File: src/rtl/gpio_pkg.sv
package gpio_pkg;

    // Register word addresses
    typedef enum logic [3:0] {
        RA_OWN  = 4'd0,
        RA_DRV  = 4'd1,
        RA_OUT  = 4'd2,
        RA_SET  = 4'd3,
        RA_CLR  = 4'd4,
        RA_PULL = 4'd5,
        RA_FILT = 4'd6,
        RA_IEN  = 4'd7,
        RA_PIN  = 4'd8,
        RA_FLAG = 4'd9
    } reg_addr_e;

    // Glitch-filter states; bit 1 is the filtered level
    typedef enum logic [1:0] {
        FLT_LO     = 2'b00,
        FLT_LO_CHK = 2'b01,
        FLT_HI     = 2'b11,
        FLT_HI_CHK = 2'b10
    } flt_state_e;

endpackage

File: src/rtl/gpio_in_sync.sv
module gpio_in_sync #(
    parameter int N_PINS = 8
) (
    input  logic              clk,
    input  logic              rst_n,
    input  logic [N_PINS-1:0] pad_i,
    input  logic [N_PINS-1:0] samp_en_i,
    output logic [N_PINS-1:0] sync_o,
    output logic [N_PINS-1:0] pin_o
);

    logic [N_PINS-1:0] meta_q;
    logic [N_PINS-1:0] sync_q;
    logic [N_PINS-1:0] pin_q;

    always_ff @(posedge clk or negedge rst_n) begin
        if (!rst_n) begin
            meta_q <= '0;
            sync_q <= '0;
            pin_q  <= '0;
        end else begin
            meta_q <= pad_i;
            sync_q <= meta_q;
            pin_q  <= (sync_q & samp_en_i) | (pin_q & ~samp_en_i);
        end
    end

    assign sync_o = sync_q;
    assign pin_o  = pin_q;


    pin_hold_chk: assert property (@(posedge clk) disable iff (!rst_n)
        ((pin_q ^ $past(pin_q)) & ~$past(samp_en_i)) == '0);

endmodule

File: src/rtl/gpio_glitch_filter.sv
module gpio_glitch_filter (
    input  logic clk,
    input  logic rst_n,
    input  logic samp_i,
    output logic filt_o
);
    import gpio_pkg::*;

    flt_state_e state_q;
    flt_state_e state_d;

    always_ff @(posedge clk or negedge rst_n) begin
        if (!rst_n) state_q <= FLT_LO;
        else        state_q <= state_d;
    end

    always_comb begin
        state_d = state_q;
        unique case (state_q)
            FLT_LO:     if (samp_i) state_d = FLT_LO_CHK;
            FLT_LO_CHK: state_d = samp_i ? FLT_HI : FLT_LO;
            FLT_HI:     if (!samp_i) state_d = FLT_HI_CHK;
            FLT_HI_CHK: state_d = samp_i ? FLT_HI : FLT_LO;
            default:    state_d = FLT_LO;
        endcase
    end

    always_comb begin
        filt_o = (state_q == FLT_HI) || (state_q == FLT_HI_CHK);
    end


    flt_rise_agree_chk: assert property (@(posedge clk) disable iff (!rst_n)
        $rose(filt_o) |-> ($past(samp_i) && $past(samp_i, 2)));


    flt_fall_agree_chk: assert property (@(posedge clk) disable iff (!rst_n)
        $fell(filt_o) |-> (!$past(samp_i) && !$past(samp_i, 2)));

endmodule

File: src/rtl/gpio_irq_unit.sv
module gpio_irq_unit #(
    parameter int N_PINS = 8
) (
    input  logic              clk,
    input  logic              rst_n,
    input  logic [N_PINS-1:0] sync_i,
    input  logic [N_PINS-1:0] filt_en_i,
    input  logic [N_PINS-1:0] ien_i,
    input  logic [N_PINS-1:0] clr_i,
    output logic [N_PINS-1:0] flags_o,
    output logic              irq_o
);

    logic [N_PINS-1:0] filt_w;
    logic [N_PINS-1:0] src_w;
    logic [N_PINS-1:0] edge_w;
    logic [N_PINS-1:0] prev_q;
    logic [N_PINS-1:0] flags_q;

    for (genvar g = 0; g < N_PINS; g++) begin : g_flt
        gpio_glitch_filter u_flt (
            .clk    (clk),
            .rst_n  (rst_n),
            .samp_i (sync_i[g]),
            .filt_o (filt_w[g])
        );
    end

    assign src_w  = (filt_w & filt_en_i) | (sync_i & ~filt_en_i);
    assign edge_w = (src_w ^ prev_q) & ien_i;

    always_ff @(posedge clk or negedge rst_n) begin
        if (!rst_n) begin
            prev_q  <= '0;
            flags_q <= '0;
        end else begin
            prev_q  <= src_w;
            flags_q <= (flags_q & ~clr_i) | edge_w;
        end
    end

    assign flags_o = flags_q;
    assign irq_o   = |(flags_q & ien_i);


    flag_sticky_chk: assert property (@(posedge clk) disable iff (!rst_n)
        (($past(flags_q) & ~$past(clr_i)) & ~flags_q) == '0);


    flag_needs_ien_chk: assert property (@(posedge clk) disable iff (!rst_n)
        (flags_q & ~$past(flags_q) & ~$past(ien_i)) == '0);

endmodule

File: src/rtl/gpio_port.sv
module gpio_port #(
    parameter int N_PINS = 8,
    parameter int ADDR_W = 4
) (
    input  logic              clk,
    input  logic              rst_n,
    input  logic              bus_sel,
    input  logic              bus_wr,
    input  logic [ADDR_W-1:0] bus_addr,
    input  logic [N_PINS-1:0] bus_wdata,
    output logic [N_PINS-1:0] bus_rdata,
    input  logic [N_PINS-1:0] pad_in,
    input  logic [N_PINS-1:0] periph_out,
    input  logic [N_PINS-1:0] periph_oe,
    output logic [N_PINS-1:0] pad_out,
    output logic [N_PINS-1:0] pad_oe,
    output logic [N_PINS-1:0] pad_pu,
    output logic [N_PINS-1:0] periph_in,
    output logic              irq
);
    import gpio_pkg::*;

    localparam logic [ADDR_W-1:0] A_OWN  = ADDR_W'(RA_OWN);
    localparam logic [ADDR_W-1:0] A_DRV  = ADDR_W'(RA_DRV);
    localparam logic [ADDR_W-1:0] A_OUT  = ADDR_W'(RA_OUT);
    localparam logic [ADDR_W-1:0] A_SET  = ADDR_W'(RA_SET);
    localparam logic [ADDR_W-1:0] A_CLR  = ADDR_W'(RA_CLR);
    localparam logic [ADDR_W-1:0] A_PULL = ADDR_W'(RA_PULL);
    localparam logic [ADDR_W-1:0] A_FILT = ADDR_W'(RA_FILT);
    localparam logic [ADDR_W-1:0] A_IEN  = ADDR_W'(RA_IEN);
    localparam logic [ADDR_W-1:0] A_PIN  = ADDR_W'(RA_PIN);
    localparam logic [ADDR_W-1:0] A_FLAG = ADDR_W'(RA_FLAG);

    logic              wr_en;
    logic [N_PINS-1:0] own_q, drv_q, out_q, pull_q, filt_q, ien_q;
    logic [N_PINS-1:0] sync_w, pin_w, flags_w, clr_w;

    assign wr_en = bus_sel && bus_wr;

    always_ff @(posedge clk or negedge rst_n) begin
        if (!rst_n) begin
            own_q  <= '0;
            drv_q  <= '0;
            out_q  <= '0;
            pull_q <= '0;
            filt_q <= '0;
            ien_q  <= '0;
        end else if (wr_en) begin
            if (bus_addr == A_OWN)  own_q  <= bus_wdata;
            if (bus_addr == A_DRV)  drv_q  <= bus_wdata;
            if (bus_addr == A_PULL) pull_q <= bus_wdata;
            if (bus_addr == A_FILT) filt_q <= bus_wdata;
            if (bus_addr == A_IEN)  ien_q  <= bus_wdata;
            if (bus_addr == A_OUT)      out_q <= bus_wdata;
            else if (bus_addr == A_SET) out_q <= out_q | bus_wdata;
            else if (bus_addr == A_CLR) out_q <= out_q & ~bus_wdata;
        end
    end

    assign clr_w = (wr_en && bus_addr == A_FLAG) ? bus_wdata : '0;

    gpio_in_sync #(.N_PINS(N_PINS)) u_sync (
        .clk       (clk),
        .rst_n     (rst_n),
        .pad_i     (pad_in),
        .samp_en_i (own_q | ien_q),
        .sync_o    (sync_w),
        .pin_o     (pin_w)
    );

    gpio_irq_unit #(.N_PINS(N_PINS)) u_irq (
        .clk       (clk),
        .rst_n     (rst_n),
        .sync_i    (sync_w),
        .filt_en_i (filt_q),
        .ien_i     (ien_q),
        .clr_i     (clr_w),
        .flags_o   (flags_w),
        .irq_o     (irq)
    );

    assign pad_out   = (out_q & own_q) | (periph_out & ~own_q);
    assign pad_oe    = (drv_q & own_q) | (periph_oe & ~own_q);
    assign pad_pu    = pull_q;
    assign periph_in = sync_w;

    always_comb begin
        bus_rdata = '0;
        if (bus_sel) begin
            case (bus_addr)
                A_OWN:   bus_rdata = own_q;
                A_DRV:   bus_rdata = drv_q;
                A_OUT:   bus_rdata = out_q;
                A_PULL:  bus_rdata = pull_q;
                A_FILT:  bus_rdata = filt_q;
                A_IEN:   bus_rdata = ien_q;
                A_PIN:   bus_rdata = pin_w;
                A_FLAG:  bus_rdata = flags_w;
                default: bus_rdata = '0;
            endcase
        end
    end


    set_alias_chk: assert property (@(posedge clk) disable iff (!rst_n)
        (wr_en && bus_addr == A_SET) |=> ((out_q & $past(bus_wdata)) == $past(bus_wdata)));


    clr_alias_chk: assert property (@(posedge clk) disable iff (!rst_n)
        (wr_en && bus_addr == A_CLR) |=> ((out_q & $past(bus_wdata)) == '0));

endmodule

File: config.mk
export PLATFORM = sky130hd
export DESIGN_NAME = gpio_port
export DESIGN_NICKNAME = d
export VERILOG_FILES = /design/src/rtl/gpio_pkg.sv /design/src/rtl/gpio_in_sync.sv /design/src/rtl/gpio_glitch_filter.sv /design/src/rtl/gpio_irq_unit.sv /design/src/rtl/gpio_port.sv
export SDC_FILE = /design/constraint.sdc
export NUM_CORES = 1
export LEC_CHECK = 0
export BUFFER_PORTS_ARGS = -buffer_cell sky130_fd_sc_hd__clkbuf_2
export CELL_PAD_IN_SITES_DETAIL_PLACEMENT = 0
export CELL_PAD_IN_SITES_GLOBAL_PLACEMENT = 1
export CORE_MARGIN = 5
export CORE_UTILIZATION = 46
export CTS_CLUSTER_DIAMETER = 60
export DETAILED_ROUTE_END_ITERATION = 8
export GPL_TIMING_DRIVEN = 0
export PLACE_DENSITY_LB_ADDON = 0.15
export SYNTH_ARGS = -nofsm -noshare
export SYNTH_HDL_FRONTEND = slang
export SYNTH_SLANG_ARGS = --single-unit
File: constraint.sdc
create_clock -name clk -period 2 [get_ports clk]
set_clock_uncertainty 0.15 [all_clocks]
set_input_delay 0.3 -clock clk [delete_from_list [all_inputs] [get_ports clk]]
set_output_delay 0.3 -clock clk [all_outputs]
set_load 0.005 [all_outputs]
==> results.json, run 1 <==
{
  "reg2reg_slack_ns": 0.45,
  "drv_cap": 0,
  "synth_top_area_frac": 0.473,
  "worst_pin_slew_ns": 0.829,
  "cp.required_ns": 1.55,
  "syn_to_final_growth_pct": 22.7,
  "cts-buffers-inserted": 9,
  "ant_nets": 0,
  "grt_start_max_net_pins": 105,
  "clk_pin_slew_ns": 0.07,
  "yosys_most_used_dff": "dfrtp_1",
  "viasPerCell": 5.54,
  "synth.area.top_cells": "dfrtp_1 (47%), mux2_2 (14%), ha_1 (7.3%)",
  "grt_pass1_vias": 4066,
  "grt_antenna_before_repair": 0,
  "synth_top_cell_by_area": "dfrtp_1",
  "hold_path_end": "filt_q[7]$_DFFE_PN0P_",
  "setup_slack_ns": -0.0819,
  "slew_violations": 0,
  "diodes": 0,
  "post-dp-hpwl_microns": 9570,
  "status": "finished with violations",
  "wire_per_inst_microns": 18.5,
  "yosysSeqAreaShare": 0.473,
  "cts_sinks": 104,
  "path_buf_inv": 1,
  "gp_congestion": 0.871,
  "crit_family": "compound AO/OA/AOI/OAI gates",
  "die_area_sq_um": 14300,
  "rr_startpoint": "u_irq.g_flt[2].u_flt.state_q[1]$_DFFE_PN0P_",
  "async_flop_share": 1.00,
  "portBuffers": 79,
  "nets": 667,
  "reg2reg_depth": 5,
  "syn_avg_cell_area_sq_um": 11.2,
  "r2r-end": "u_irq.flags_o[2]$_DFF_PN0_",
  "synth_warnings": 0,
  "hold_viol_final": 0,
  "yosysUniqueCellTypes": 48,
  "drc": 0,
  "initialDrtViolationCount": 237,
  "fmax_ghz": 0.480,
  "hold_depth": 3,
  "drive_above_1_share": 0.363,
  "cp_slowest_cell": "dfrtp_1",
  "synthTopCellsByCount": "dfrtp_1 (104), mux2_2 (69), nor2_1 (50), ha_1 (32), nand2_1 (26)",
  "num_vias": 4140,
  "synthCells": 490,
  "h-tree-depth": 3,
  "crit_chain": "mux2_2, a222oi_1, a21oi_2, clkbuf_2",
  "final_cells": 747,
  "cellPowerDensity_nw_per_um2": 1080,
  "dpl_cell_area_sq_um": 6090,
  "hp-class": "input pin to flop",
  "fin_crit_ns": 2.08,
  "startpoint_type": "flop",
  "synthesis.nets": 562,
  "clock_latency_ns": 0.35,
  "drtPass1Iterations": 5,
  "peakVddDrop_v": 0.000607,
  "die_w_microns": 119,
  "p_leak_uw": 0.00311,
  "slowest_delay_ns": 0.40,
  "worstPathMaxFanout": 2,
  "start_util": 0.464,
  "num_io_pins": 81,
  "final_area_sq_um": 6750,
  "cts_tree": "built",
  "worst-setup-path-type": "flop to primary output",
  "min_from": "bus_wdata[7]",
  "grt-ovfl-total": 0,
  "numPlacedInstances": 716,
  "syn_area_sq_um": 5500,
  "die_h_microns": 119,
  "synth-seq-cells": 104,
  "coreArea_sq_um": 11900,
  "place_ws_ns": -0.547,
  "violations": "negative setup slack",
  "maxSlewHeadroom": 0.447,
  "cts_buffer_depth": 2,
  "post-route-period-util": 1.04,
  "synth_edf_count": 0,
  "endpoint_kind": "primary output",
  "power_uw": 7260,
  "grt_usage": 0.199,
  "setup_viol": 2,
  "rows": 40,
  "yosysMostFrequentCell": "dfrtp_1",
  "grt_pass1_wl_microns": 22100,
  "root_buffer": "clkbuf_16",
  "arrival_ns": 1.63,
  "rsz0062_at_grt": "true",
  "drt-total-wl_microns": 13800
}
## metal layers
| layer | wire (microns) | GRT usage | share of wire | vias up |
|---|---|---|---|---|
| li1 | - | - | - | 1972 |
| met1 | 6520 | 0.282 | 0.47 | 2050 |
| met2 | 6420 | 0.302 | 0.46 | 102 |
| met3 | 633 | 0.0385 | 0.046 | 16 |
| met4 | 248 | 0.0730 | 0.018 | 0 |
| met5 | 0 | 0 | 0 | - |
## cells by family (layout without fill, tap and decap cells)
logic type               Yosys count  count (layout)  share of synthesized area
adder cells (fa/ha/maj)           32              32                     0.0727
XOR/XNOR                           8               8                     0.0127
multiplexers                      84              84                      0.168
buffers and inverters             45             155                     0.0389
AO/OA/AOI/OAI                    103             103                      0.133
AND/OR/NAND/NOR                  114             114                      0.101
flip-flops                       104             104                      0.473
## area by class of cell
cell class | count | area [sq um]
fillers | 1040 | 5110
multi-input cells | 341 | 2820
flip-flops and latches | 104 | 2600
repair buffers | 94 | 546
clock buffers | 9 | 225
plain buffers | 20 | 188
well taps | 147 | 184
clock inverters | 7 | 96.3
inverters | 25 | 93.8
## worst register-to-register path, cell delays in order, from the launching register on
cell     delay (ns)
dfrtp_1        0.41
ha_1           0.27
nor2_1         0.07
a21oi_1        0.23
xor2_1         0.12
a22o_1         0.19
## power by group
part	total (uW)	switching, uW	leakage (uW)	internal (uW)
clock	1900	806	0.000148	1100
combinational	2260	1120	0.00172	1140
sequential	3100	482	0.00124	2620
## worst max-delay path by stage
stage | from | endpoint | slack [ns] | cells past startpoint
global placement | rst_n | u_sync.sync_o[0]$_DFF_PN0_ | -1.0 | 1
floorplan | bus_addr[0] | bus_rdata[0] | 0.21 | 6
detailed placement | bus_addr[3] | bus_rdata[6] | -0.55 | 6
finish | flop | bus_rdata[6] | -0.08 | 4
global route | flop | bus_rdata[6] | -0.17 | 4
CTS | flop | bus_rdata[6] | -0.09 | 4
## metrics by stage
stage	TNS (ns)	utilization	hold WS, ns
floorplan	0	-	-0.146
global placement	-116.38	0.513	0.183
detailed placement	-14.33	0.514	0.186
CTS	-0.107	0.563	0.122
global route	-0.442	0.569	0.146
finish	-0.0822	0.569	0.134
## layout by cell type (no fill, tap or decap), types with 3 or more instances in the layout
master         synthesis  routed
a22o_1                21      21
inv_1                 25      24
o22ai_1                5       5
a22oi_1                8       8
o21ai_0               17      17
a21oi_2                0       3
clkbuf_16              0       9
nand4_1                3       3
buf_6                  0       4
mux2i_1               15      14
xor2_1                 8       8
mux2_2                69      69
a32o_1                 3       3
nand3_1                5       4
a21oi_1               21      18
o22a_1                 5       5
clkbuf_2               0      75
dlygate4sd3_1          0       9
nand2_1               26      25
clkinvlp_4             0       3
buf_4                 10      17
a31oi_1                5       3
a221oi_1               3       3
ha_1                  32      32
nor2_2                 3       3
nand2b_1               5       4
dfrtp_1              104     104
nor2_1                50      48
## what timing repair did
item / in CTS / in global routing
endpoints found under the setup margin: 16 / 17
gates resized for setup: 37 / 20
pin swaps: 11 / 5
hold endpoints to repair: 112 / 0
hold buffers: 9 / 0
setup buffers: 4 / 2
Note: power is estimated with default switching activity, not from simulation.
==> run 2: changes to the inputs <==
==> constraint.sdc (replaced) <==
create_clock -name clk -period 2 [get_ports clk]
set_clock_uncertainty 0.15 [all_clocks]
set_input_delay 0.1 -clock clk [delete_from_list [all_inputs] [get_ports clk]]
set_output_delay 0.1 -clock clk [all_outputs]
set_load 0.005 [all_outputs]
==> results.json, run 2 (synthesis gave the netlist of run 1 again) <==
{
  "rows": 40,
  "arrival_ns": 1.66,
  "syn_to_final_growth_pct": 20.0,
  "die_h_microns": 119,
  "r2r-end": "u_irq.flags_o[2]$_DFF_PN0_",
  "grt-ovfl-total": 0,
  "cellPowerDensity_nw_per_um2": 1090,
  "nFillCells": 1051,
  "fin_util": 0.557,
  "maxSlewHeadroom": 0.215,
  "startpoint_type": "flop",
  "diodes": 0,
  "drt-total-wl_microns": 13600,
  "slew_violations": 0,
  "dpl_cell_area_sq_um": 6090,
  "final_cells": 749,
  "nets": 669,
  "grt_pass1_vias": 4086,
  "cts_buffer_depth": 2,
  "drv_cap": 0,
  "drtPass1Iterations": 5,
  "hp-class": "input pin to flop",
  "grt_usage": 0.198,
  "post-dp-hpwl_microns": 9570,
  "reg2reg_slack_ns": 0.44,
  "fin_crit_ns": 1.91,
  "fmax_ghz": 0.523,
  "timing.hold.ws_ns": 0.102,
  "worst-setup-path-type": "flop to primary output",
  "rsz0062_at_grt": "false",
  "cp-endpoint": "bus_rdata[6]",
  "numPlacedInstances": 716,
  "cp.required_ns": 1.75,
  "post-route-period-util": 0.957,
  "p_leak_uw": 0.00306,
  "wire_per_inst_microns": 18.2,
  "start_util": 0.464,
  "cts_tree": "built",
  "drive_above_1_share": 0.324,
  "worst_pin_slew_ns": 1.17,
  "peakVddDrop_v": 0.000608,
  "gp_congestion": 0.871,
  "cts-buffers-inserted": 9,
  "multi_input_area_sq_um": 2710,
  "cts_sinks": 104,
  "coreArea_sq_um": 11900,
  "portBuffers": 79,
  "rr_startpoint": "u_irq.g_flt[2].u_flt.state_q[1]$_DFFE_PN0P_",
  "drc": 0,
  "endpoint_kind": "primary output",
  "mostFrequentLayoutCells": "dfrtp_1 (104), clkbuf_2 (80), mux2_2 (69), nor2_1 (50), ha_1 (32)",
  "clk_pin_slew_ns": 0.07,
  "grt_pass1_wl_microns": 22100,
  "startpoint": "u_irq.flags_o[6]$_DFF_PN0_",
  "final_area_sq_um": 6610,
  "clock_latency_ns": 0.35,
  "setup_viol": 0,
  "root_buffer": "clkbuf_16",
  "status": "finished clean",
  "die_w_microns": 119,
  "grt_start_max_net_pins": 105,
  "hold_viol_final": 0,
  "num_io_pins": 81,
  "final_common_cell": "dfrtp_1",
  "reg2reg_depth": 5,
  "initialDrtViolationCount": 261,
  "h-tree-depth": 3,
  "die_area_sq_um": 14300,
  "num_vias": 4091,
  "worstPathMaxFanout": 3,
  "regArea_sq_um": 2600,
  "viasPerCell": 5.46,
  "grt_antenna_before_repair": 0,
  "ant_nets": 0
}
-- run 2: critical path: stages, from the launching register on --
cell and delay [ns]:
dfrtp_1 0.41, mux2_2 0.28, a222oi_1 0.35, a21oi_2 0.13, clkbuf_2 0.14
-- run 2: final cells by class --
cell class / instances / share of cell area
buffer: 20 / 0.0186
clock buffer: 9 / 0.0341
clock inverter: 7 / 0.0146
inverter: 25 / 0.0142
multi-input combinational: 341 / 0.410
sequential: 104 / 0.394
tap: 147 / 0.0278
timing repair buffer: 96 / 0.0869
-- run 2: metal layers --
layer / part of all wire / global-route usage
met1: 0.47 / 0.283
met2: 0.46 / 0.302
met3: 0.047 / 0.0385
met4: 0.018 / 0.0687
met5: 0 / 0
-- run 2: where the power goes --
group          switching, uW  internal [uW]  total [uW]
Clock                    804           1100        1900
Combinational           1090           1100        2190
Sequential               490           2620        3110
-- run 2: through the flow --
stage,setup TNS [ns],setup slack (ns),total power (uW)
after floorplan,0,0.487,4610
after global placement,-84.02,-0.798,5170
after detailed placement,-2.56,-0.200,5320
after CTS,0,0.00437,7250
after global routing,0,0.00677,7690
final,0,0.0863,7200
-- run 2: timing repair --
| item | in CTS | in global routing |
|---|---|---|
| hold buffers | 17 | 0 |
| pin swaps | 0 | 2 |
| resized for setup | 2 | 6 |
| setup endpoints to repair | 7 | 7 |
| setup buffers | 0 | 0 |
| endpoints found under the hold margin | 167 | 0 |
-- run 2: worst min path at each step --
stage	from	end	depth (start not counted)
finish	bus_addr[2]	u_irq.flags_o[6]$_DFF_PN0_	4
global placement	pad_in[6]	u_sync.meta_q[6]$_DFF_PN0_	1
global route	bus_addr[2]	u_irq.flags_o[6]$_DFF_PN0_	4
CTS	bus_addr[2]	u_irq.flags_o[1]$_DFF_PN0_	4
detailed placement	pad_in[2]	u_sync.meta_q[2]$_DFF_PN0_	1
floorplan	rst_n	async pin	0
